$ cat config.mk
export PLATFORM = sky130hd
export DESIGN_NAME = ddr_chk_timers
export DESIGN_NICKNAME = d
export VERILOG_FILES = /design/src/rtl/ddr_chk_timers.sv
export SDC_FILE = /design/constraint.sdc
export NUM_CORES = 1
export LEC_CHECK = 0
export ABC_CLOCK_PERIOD_IN_PS = 3830
export CORE_AREA = 2 2 39 41
export DETAILED_ROUTE_END_ITERATION = 12
export DIE_AREA = 0 0 41 43
export SYNTH_ARGS = -nofsm -noshare
export SYNTH_HDL_FRONTEND = slang
export SYNTH_SLANG_ARGS = --single-unit
$ cat constraint.sdc
create_clock -name clk -period 3.83 [get_ports clk]
set_input_delay 0.766 -clock clk [delete_from_list [all_inputs] [get_ports clk]]
set_output_delay 0.766 -clock clk [all_outputs]
set_load 0.02 [all_outputs]
$ cat src/rtl/ddr_chk_timers.sv
`timescale 1ns/1ps
module ddr_chk_timers #(
   parameter int MRD_CYCLES  = 2,
   parameter int LOCK_CYCLES = 200
) (
   input  logic clk,
   input  logic rst_n,
   input  logic lmr_ok,
   input  logic ext_sel,
   input  logic dll_bit,
   output logic mrd_busy,
   output logic lock_busy
);

   logic dll_off;
   logic dll_turn_on;
   logic dll_turn_off;

   assign dll_turn_on  = lmr_ok && ext_sel && !dll_bit && dll_off;
   assign dll_turn_off = lmr_ok && ext_sel && dll_bit;

   always_ff @(posedge clk) begin
      if (!rst_n)
         dll_off <= 1'b1;
      else if (lmr_ok && ext_sel)
         dll_off <= dll_bit;
   end

   // mode-register settling window
   if (MRD_CYCLES > 1) begin : g_mrd_cnt
      localparam int MRD_W = $clog2(MRD_CYCLES);
      logic [MRD_W-1:0] mrd_cnt;
      always_ff @(posedge clk) begin
         if (!rst_n)
            mrd_cnt <= '0;
         else if (lmr_ok)
            mrd_cnt <= MRD_W'(MRD_CYCLES - 1);
         else if (mrd_cnt != '0)
            mrd_cnt <= mrd_cnt - 1'b1;
      end
      assign mrd_busy = (mrd_cnt != '0);
   end else begin : g_mrd_none
      assign mrd_busy = 1'b0;
   end

   // DLL relock window
   if (LOCK_CYCLES > 1) begin : g_lock_cnt
      localparam int LOCK_W = $clog2(LOCK_CYCLES);
      logic [LOCK_W-1:0] lock_cnt;
      always_ff @(posedge clk) begin
         if (!rst_n)
            lock_cnt <= '0;
         else if (dll_turn_on)
            lock_cnt <= LOCK_W'(LOCK_CYCLES - 1);
         else if (dll_turn_off)
            lock_cnt <= '0;
         else if (lock_cnt != '0)
            lock_cnt <= lock_cnt - 1'b1;
      end
      assign lock_busy = (lock_cnt != '0);
   end else begin : g_lock_none
      assign lock_busy = 1'b0;
   end

endmodule

# Word-level counts from Yosys, hierarchy flattened
# Index checks and enable logic that the tools add are counted.
[op_classes]
add_sub_neg = 2
muxes = 5
bitwise = 1
n_reduce_logical = 8
[ops]
columns = ["operator", "n"]
rows = [
  ["8-bit 2-to-1 mux", 3],
  ["8-bit nonzero test", 1],
  ["8-bit by 1-bit subtractor with 8-bit output (second input constant)", 1],
  ["1-bit logical AND", 4],
  ["3-bit nonzero test", 1],
  ["3-bit OR reduction", 1],
  ["1-bit 2-to-1 mux", 2],
  ["1-bit logical NOT", 1],
  ["1-bit NOT", 1],
  ["1-bit subtractor (second input constant)", 1],
]
[totals]
ff_bits = 10
in_bits = 5
output_inout_bits = 2
elab_cells = 20

# Depth between registers and ports, before layout
# Gate-level depths: netlist (run 1).
[depth]
ltp_word = 4
ltp_mapped = 5
mapped_depth_nobuf = 5

# Worst setup path before layout (run 1)
# Ideal clock, no wire load.
[synth_timing]
path_kind = "reg2out"
start = "register g_lock_cnt.lock_cnt[0]"
end = "output port lock_busy"
arrival_time_ns = 1.247
required_time_ns = 3.064
slack_ns = 1.817
path_stages_with_launch = 5
n_path_buf = 0
cell_sequence = "dfxtp_1 > inv_1 > ha_1 > nor3b_1 > nand2_1"
[synth_via]
elab_chain_len = 1
[synth_lines]
columns = ["item", "line_no", "text"]
rows = [
  ["from (decl)", "49", "logic [LOCK_W-1:0] lock_cnt;"],
  ["from (signal assigned)", "54", "lock_cnt <= LOCK_W'(LOCK_CYCLES - 1);"],
  ["from (signal assigned)", "58", "lock_cnt <= lock_cnt - 1'b1;"],
  ["8-bit nonzero test", "60", "assign lock_busy = (lock_cnt != '0);"],
  ["to (decl)", "12", "output logic lock_busy"],
]
# Every way passes these cells.

# Final worst setup path (run 1)
# Same ends and word-level chain as after synthesis.

==> results of run 1 <==
## layer usage
| layer | global-route usage (%) | up-vias |
|---|---|---|
| li1 | - | 244 |
| met2 | 18.8 | 14 |
| met1 | 20.4 | 229 |
| met3 | 6.28 | 0 |
| met5 | 0 | - |
| met4 | 8.00 | 0 |
## sequential cells by signal, summed over array words and instances (netlist names)
| signal | flops |
|---|---|
| dll_off | 1 |
| mrd_busy | 1 |
| g_lock_cnt.lock_cnt | 8 |
## cells by family after synthesis
logic type	Yosys count	share of synthesized area, %
flip-flops	10	38.8
AO/OA/AOI/OAI	16	20.4
XOR/XNOR	2	3.40
adder cells (fa/ha/maj)	2	4.85
buffers and inverters	3	2.18
AND/OR/NAND/NOR	26	30.3
## worst reg2reg max path, cell delays in order, from the launching register on
cell and delay (ns):
dfxtp_1 0.34, inv_1 0.12, ha_1 0.19, nor3b_1 0.52, a21boi_0 0.18, o31ai_1 0.28
## final cells by class
type | instances | area share, %
Multi-Input combinational cell | 46 | 48.1
Inverter | 3 | 1.78
Timing Repair Buffer | 6 | 9.50
Clock buffer | 4 | 5.74
Sequential cell | 10 | 31.7
Tap cell | 16 | 3.17
## cell usage in the layout (no fill, tap or decap), drive strengths merged
| cell type | instances |
|---|---|
| or3 | 1 |
| nand3 | 3 |
| inv | 3 |
| a21oi | 4 |
| and2 | 1 |
| a21o | 2 |
| nor3b | 3 |
| a21boi | 1 |
| nand2 | 5 |
| clkdlybuf4s50 | 6 |
| nor2 | 1 |
| o31ai | 5 |
| dfxtp | 10 |
| and3 | 4 |
| nor3 | 2 |
| o21ai | 2 |
| nor4b | 1 |
| nand2b | 1 |
| nand4 | 1 |
| or4 | 2 |
| a31oi | 1 |
| ha | 2 |
| nor4 | 1 |
| clkbuf | 4 |
| xnor2 | 2 |
| a211o | 1 |
## worst max path at each step
stage	slack, ns	end
3_5_place_dp	1.24	lock_busy
4_1_cts	0.92	lock_busy
3_3_place_gp	1.26	lock_busy
2_1_floorplan	1.82	lock_busy
6_report	0.90	lock_busy
5_1_grt	0.78	lock_busy
## power by group through the flow
stage	clock network (mW)	registers, mW	logic [mW]
2_1_floorplan	0	0.186	0.231
3_3_place_gp	0	0.198	0.292
3_5_place_dp	0	0.199	0.291
4_1_cts	0.100	0.198	0.292
5_1_grt	0.106	0.207	0.324
6_report	0.0990	0.199	0.292
## stage by stage
step                      setup WS, ns  instance area, sq um  power, mW
after floorplan                   1.82                   515      0.417
after detailed placement          1.24                   596      0.491
after global placement            1.26                   596      0.490
after global routing             0.784                   632      0.638
after CTS                        0.920                   632      0.590
final                            0.903                   632      0.590
==> qor.csv, run 1 <==
metric,value,unit
outcome,completed,
synth_cells,59,
die_area,0.00176,sq mm
cp.arrival,2.16,ns
r2r_end,g_lock_cnt.lock_cnt[1]$_SDFFE_PN0P_,
post-cts-setup-buffers,0,
cp.required,3.06,ns
max_stage_delay,0.57,ns
path_buf_inv,2,
reg2reg_depth,5,
utilization,45.7,%
cp-end-kind,output port,
clock_sinks,10,
drt-met1-wl,511,um
first_global_vias,404,
p_leak,0.259,nW
final_cells,85,
postSynth.asyncResetShare,0,%
peakVddDrop,0.000405,V
sw_frac_of_total,41.5,%
wirelength,1040,um
synthTopCellsByArea,"dfxtp_1 39%, o31ai_1 7.3%, and3_1 4.9%",
synth_top_area_share,38.8,%
combPwrFrac,49.5,%
avgSynthCellArea,8.74,sq um
cts_tree,yes,
wl_met3,67,um
power_density,934,mW/mm^2
multi_input_area,304,sq um
rr_startpoint,g_lock_cnt.lock_cnt[0]$_SDFFE_PN0P_,
hold_ws,0.512,ns
initial_utilization,37.3,%
critical_path.cell_chain,"inv_1, ha_1, nor3b_1, nand2_1, clkdlybuf4s50_1",
worst_pin_slew,0.731,ns
synth_edf_count,0,
final-setup-viol-count,0,
seqPwrFrac,33.8,%
clock-skew-final,0.000685,ns
finalCriticalPeriod,2.93,ns
place_congestion,0.850,
firstDrtPassIters,4,
ys_warn_count,0,
dp_cells,81,
clk_pin_slew,0.07,ns
drive_above_1_share,7.25,%
htreeDepth,1,
core_area,0.00138,sq mm
p_sw,0.245,mW
hold_depth,2,
yosys-top-cells-count,"10 x dfxtp_1, 5 x nand2_1, 5 x o31ai_1",
synth.largest_area_cell,dfxtp_1,
cap_violations,0,
yosys.cell_count.top_type,dfxtp_1,
maxSlewViolCount,0,
worstHoldPathType,reg2reg,
max-slew-margin-rel,50.9,%
cts_root_buffer,clkbuf_4,
clk_latency,0.27,ns
cts_max_path_buffers,2,
num_vias,487,
ys.flop_type,dfxtp_1,
fp.dieH,43,um
grt_pass1_wl,1730,um
area_delta_synth_final,22.6,%
regArea,200,sq um
worstPathMaxFanout,7,
crit_cells,5,
synth_area,515,sq um
fmax,342,MHz
synth.net_count,66,
min_to,g_lock_cnt.lock_cnt[2]$_SDFFE_PN0P_,
postRouteAntennaNets,0,
final.setup.tns,0,ns
finalHoldViolations,0,
ff2ff_setup_slack,2.11,ns
cts_hold_buffers,0,
die_w,41,um
finalCritPeriodShare,76.4,%
grt_usage,14.8,%
crit_path_start,g_lock_cnt.lock_cnt[0]$_SDFFE_PN0P_,
ys_seq_elements,10,
wl_per_cell,12.3,um
grt_max_degree,11,
viasPerCell,5.73,
portBuffers,6,
cts_resized,0,
cts_inserted_buffers,3,
fill_cells,146,
pwr-share-clk,16.8,%
worst_setup_path_start_kind,flip-flop,
antenna_found_initial,0,
dp_hpwl,761,um
rsz0062_at_grt,false,
crit_family,buffers and inverters,
drc,0,
p_int,0.345,mW
crit_slowest_cell,clkdlybuf4s50_1,
dr.first_iter.drc_count,13,
grt-ovfl-total,0,
io-pin-count,7,
floorplan.rows,14,
ys_seq_area_share,38.8,%
synth_cell_types,24,
diodes,0,
holdCritStartpoint,dll_off$_SDFFE_PN1N_,
highest_layer,met3,
wl_met2,464,um
nNetsFinal,77,
path_class,reg2out,
Power figures use the tool's default switching activity.
==> inputs of run 2 (changes only) <==
--- a/config.mk
+++ b/config.mk
@@ -5,7 +5,7 @@
 export SDC_FILE = /design/constraint.sdc
 export NUM_CORES = 1
 export LEC_CHECK = 0
-export ABC_CLOCK_PERIOD_IN_PS = 3830
+export ABC_CLOCK_PERIOD_IN_PS = 2300
 export CORE_AREA = 2 2 39 41
 export DETAILED_ROUTE_END_ITERATION = 12
 export DIE_AREA = 0 0 41 43
==> constraint.sdc (replaced) <==
create_clock -name clk -period 2.3 [get_ports clk]
set_input_delay 0.46 -clock clk [delete_from_list [all_inputs] [get_ports clk]]
set_output_delay 0.46 -clock clk [all_outputs]
set_load 0.02 [all_outputs]
==> run 2 against run 1 <==
Final cell count is 2.4% higher. Non-clock buffer count is 2 higher. Critical path type unchanged. First-iteration DRC count is 23% lower.
==> qor.csv, run 2 (synthesized netlist as in run 1, its figures left out) <==
metric,value,unit
outcome,completed,
maxSlewViolCount,0,
worst_setup_path_start_kind,flip-flop,
final.setup.tns,0,ns
final_cells,87,
first_global_vias,460,
grt_pass1_wl,1890,um
rsz0062_at_grt,false,
antenna_found_initial,0,
die_w,41,um
clock_sinks,10,
fp.dieH,43,um
cp.required,1.84,ns
floorplan.rows,14,
dp_cells,83,
postRouteAntennaNets,0,
area_delta_synth_final,26.0,%
wirelength,1050,um
dp_hpwl,820,um
largest_reg_flops,8,
finalHoldViolations,0,
worstHoldPathType,reg2reg,
peakVddDrop,0.000598,V
cts_root_buffer,clkbuf_4,
worst_pin_slew,0.398,ns
regMostFlops,g_lock_cnt.lock_cnt,
place_congestion,0.740,
grt_max_degree,10,
cts_max_path_buffers,2,
finalCritPeriodShare,83.8,%
cts_tree,yes,
core_area,0.00138,sq mm
p_leak,0.271,nW
fmax,519,MHz
clk_latency,0.27,ns
regArea,200,sq um
dr.first_iter.drc_count,10,
portBuffers,6,
drive_above_1_share,9.86,%
viasPerCell,5.68,
cp.arrival,1.47,ns
finalCriticalPeriod,1.93,ns
wl_per_cell,12.0,um
diodes,0,
cap_violations,0,
htreeDepth,1,
path_class,reg2out,
firstDrtPassIters,4,
drc,0,
cts_inserted_buffers,3,
num_vias,494,
grt_usage,15.6,%
worstPathMaxFanout,4,
power_density,1580,mW/mm^2
layout_commonest_cell,dfxtp_1,
multi_input_area,304,sq um
io-pin-count,7,
cp-end-kind,output port,
nNetsFinal,79,
clock-skew-final,0.00422,ns
initial_utilization,37.3,%
grt-ovfl-total,0,
die_area,0.00176,sq mm
fill_cells,150,
final_cell_mix,"10 x dfxtp_1, 5 x nand2_1, 5 x o31ai_1, 5 x clkdlybuf4s50_1",
clk_pin_slew,0.07,ns
post-cts-setup-buffers,0,
final-setup-viol-count,0,
max-slew-margin-rel,73.2,%
ff2ff_setup_slack,0.66,ns
## run 2: final cells by class
cell class                      instances  share of cell area [%]
Timing Repair Buffer                    8                    11.9
Multi-Input combinational cell         46                    46.8
Tap cell                               16                    3.08
Inverter                                3                    1.73
Sequential cell                        10                    30.8
Clock buffer                            4                    5.59
## run 2: power breakdown
group	leakage, nW	internal (mW)	total (mW)	switching [mW]
clock network	0.0210	0.0962	0.160	0.0643
logic	0.168	0.274	0.534	0.260
registers	0.0828	0.244	0.329	0.0853
## run 2: timing repair
| action | in CTS | in global routing |
|---|---|---|
| setup endpoints to repair | 0 | 1 |
| hold buffers | 0 | 0 |
| gates resized for setup | 0 | 1 |
## run 2: through the flow
step / hold slack [ns] / util [%] / worst slack [ns] / total power, mW / instance area, sq um
floorplan: 0.470 / - / 0.593 / 0.694 / 515
global placement: 0.502 / 44.1 / 0.347 / 0.873 / 611
detailed placement: 0.499 / 44.1 / 0.321 / 0.869 / 611
CTS: 0.513 / 46.7 / 0.0227 / 1.04 / 647
global route: 0.543 / 46.9 / 0.231 / 1.12 / 649
finish: 0.511 / 46.9 / 0.373 / 1.02 / 649
## run 2: worst paths after layout
| check | startpoint | to | cells after the start |
|---|---|---|---|
| setup reg to reg | g_lock_cnt.lock_cnt[0]$_SDFFE_PN0P_ | g_lock_cnt.lock_cnt[5]$_SDFFE_PP0N_ | 6 |
| hold / removal | dll_off$_SDFFE_PN1N_ | g_lock_cnt.lock_cnt[2]$_SDFFE_PN0P_ | 2 |
| setup / recovery | g_lock_cnt.lock_cnt[0]$_SDFFE_PN0P_ | lock_busy | 5 |
| hold reg to reg | dll_off$_SDFFE_PN1N_ | g_lock_cnt.lock_cnt[2]$_SDFFE_PN0P_ | 2 |
## run 2: per-layer routing
metal	share of wire, %	wire (um)	global-route usage [%]	vias up
li1	-	-	-	250
met1	49	516	21.3	238
met2	48	506	21.3	6
met3	2.2	23	4.71	0
met4	0	0	8.00	0
met5	0	0	0	-
## run 2: critical path, stage by stage (launching register included)
cell and delay, ns:
dfxtp_1 0.33, inv_1 0.11, ha_1 0.19, nor3b_1 0.25, nand2_1 0.10, dlymetal6s2s_1 0.22
==> inputs of run 3 (changes only) <==
--- a/config.mk
+++ b/config.mk
@@ -5,7 +5,7 @@
 export SDC_FILE = /design/constraint.sdc
 export NUM_CORES = 1
 export LEC_CHECK = 0
-export ABC_CLOCK_PERIOD_IN_PS = 2300
+export ABC_CLOCK_PERIOD_IN_PS = 1700
 export CORE_AREA = 2 2 39 41
 export DETAILED_ROUTE_END_ITERATION = 12
 export DIE_AREA = 0 0 41 43
==> constraint.sdc (replaced) <==
create_clock -name clk -period 1.7 [get_ports clk]
set_input_delay 0.34 -clock clk [delete_from_list [all_inputs] [get_ports clk]]
set_output_delay 0.34 -clock clk [all_outputs]
set_load 0.02 [all_outputs]
==> run 3 against run 2 <==
Via count rose by 3.2%. Power rose by 49%. Critical path type is now reg2reg. Critical path depth fell by 1. Routed wire length rose by 16%.
==> qor.csv, run 3 (synthesized netlist as in run 1, its figures left out) <==
metric,value,unit
peakVddDrop,0.000996,V
regMostFlops,g_lock_cnt.lock_cnt,
postRouteAntennaNets,0,
htreeDepth,1,
cts_max_path_buffers,2,
maxSlewViolCount,0,
dr.first_iter.drc_count,11,
core_area,0.00138,sq mm
max-slew-margin-rel,81.0,%
floorplan.rows,14,
diodes,0,
combPwrFrac,62.1,%
hold_ws,0.510,ns
clock-skew-final,0.00313,ns
viasPerCell,5.37,
seqPwrFrac,27.0,%
p_int,0.904,mW
grt_max_degree,10,
cts_tree,yes,
area_delta_synth_final,37.1,%
cp-end-kind,flip-flop,
clk_pin_slew,0.07,ns
nNetsFinal,88,
place_area,678,sq um
pwr-share-clk,10.9,%
cts_hold_buffers,0,
design_area,707,sq um
fmax,623,MHz
worst_setup_path_start_kind,flip-flop,
outcome,completed,
drc,0,
wirelength,1210,um
finalCriticalPeriod,1.60,ns
grt_pass1_wl,1930,um
final_cell_mix,"11 x buf_4, 10 x dfxtp_1, 5 x nand2_1, 5 x o31ai_1, 5 x clkdlybuf4s50_1",
portBuffers,6,
cp.arrival,1.81,ns
power,1.53,mW
p_leak,0.308,nW
setup_slack,0.0954,ns
largest_reg_flops,8,
dp_hpwl,926,um
wl_per_cell,12.7,um
clk_latency,0.27,ns
grt-ovfl-total,0,
place_congestion,0.772,
dp_slack,-0.0497,ns
cts_inserted_buffers,3,
grt_usage,16.2,%
antenna_found_initial,0,
finalHoldViolations,0,
worstHoldPathType,reg2reg,
worst_pin_slew,0.281,ns
p_sw,0.622,mW
finalCritPeriodShare,94.4,%
cp.required,1.90,ns
layout_commonest_cell,buf_4,
drive_above_1_share,21.5,%
fill_cells,128,
cap_violations,0,
io-pin-count,7,
firstDrtPassIters,4,
num_vias,510,
cts_root_buffer,clkbuf_4,
die_area,0.00176,sq mm
die_w,41,um
initial_utilization,37.3,%
utilization,51.1,%
fp.dieH,43,um
path_class,reg2reg,
sw_frac_of_total,40.8,%
first_global_vias,485,
final-setup-viol-count,0,
power_density,2160,mW/mm^2
worstPathMaxFanout,4,
clock_sinks,10,
==> run 3: cell count changes in the layout (fill, tap and decap cells not counted) <==
cell            before  now
clkbuf_8             1    0
nor3b_1              3    2
nor3b_4              0    1
buf_4                2   11
buf_2                0    1
dlymetal6s2s_1       1    0
==> run 3: what timing repair did <==
item	4_1_cts	5_1_grt
gates resized for setup	4	2
buffers inserted	0	0
setup endpoints to repair	1	1
==> run 3: per-stage QoR <==
step | instances | setup TNS, ns
floorplan | 59 | 0
global placement | 92 | -0.0224
detailed placement | 92 | -0.0497
CTS | 95 | 0
global route | 95 | -0.0101
finish | 95 | 0
==> run 3: worst max-delay path: stages (launching register included) <==
cell	delay (ns)
dfxtp_1	0.32
buf_4	0.15
or4_1	0.54
or4_1	0.41
a21oi_1	0.12
==> run 3: power groups by stage <==
stage / clock [mW] / sequential, mW / combinational, mW
3_3_place_gp: 0 / 0.404 / 0.915
3_5_place_dp: 0 / 0.407 / 0.935
5_1_grt: 0.174 / 0.424 / 1.02
2_1_floorplan: 0 / 0.420 / 0.519
4_1_cts: 0.171 / 0.406 / 0.938
6_report: 0.166 / 0.412 / 0.948
==> run 3: area by class of cell <==
type | count | area [sq um] | area share, %
clock buffer | 3 | 22.5 | 3.19
sequential | 10 | 200 | 28.3
timing repair buffer | 17 | 138 | 19.5
tap | 16 | 20.0 | 2.83
multi-input combinational | 46 | 315 | 44.6
inverter | 3 | 11.3 | 1.59
==> run 3: worst paths after layout <==
kind                                                     startpoint                                  end  slack (ns)  cells after the start
worst min register to register                 dll_off$_SDFFE_PN1N_  g_lock_cnt.lock_cnt[2]$_SDFFE_PN0P_        0.51                      2
worst min-delay path                           dll_off$_SDFFE_PN1N_  g_lock_cnt.lock_cnt[2]$_SDFFE_PN0P_        0.51                      2
worst max-delay path            g_lock_cnt.lock_cnt[3]$_SDFFE_PP0N_  g_lock_cnt.lock_cnt[5]$_SDFFE_PP0N_         0.1                      4
worst max register to register  g_lock_cnt.lock_cnt[3]$_SDFFE_PP0N_  g_lock_cnt.lock_cnt[5]$_SDFFE_PP0N_         0.1                      4
==> run 3: layer usage <==
| layer | vias up | GRT usage, % | part of all wire (%) |
|---|---|---|---|
| met5 | - | 0 | 0 |
| met4 | 0 | 10.0 | 1.7 |
| met3 | 2 | 3.14 | 1.2 |
| met2 | 4 | 24.4 | 49 |
| met1 | 241 | 20.1 | 48 |
| li1 | 263 | - | - |
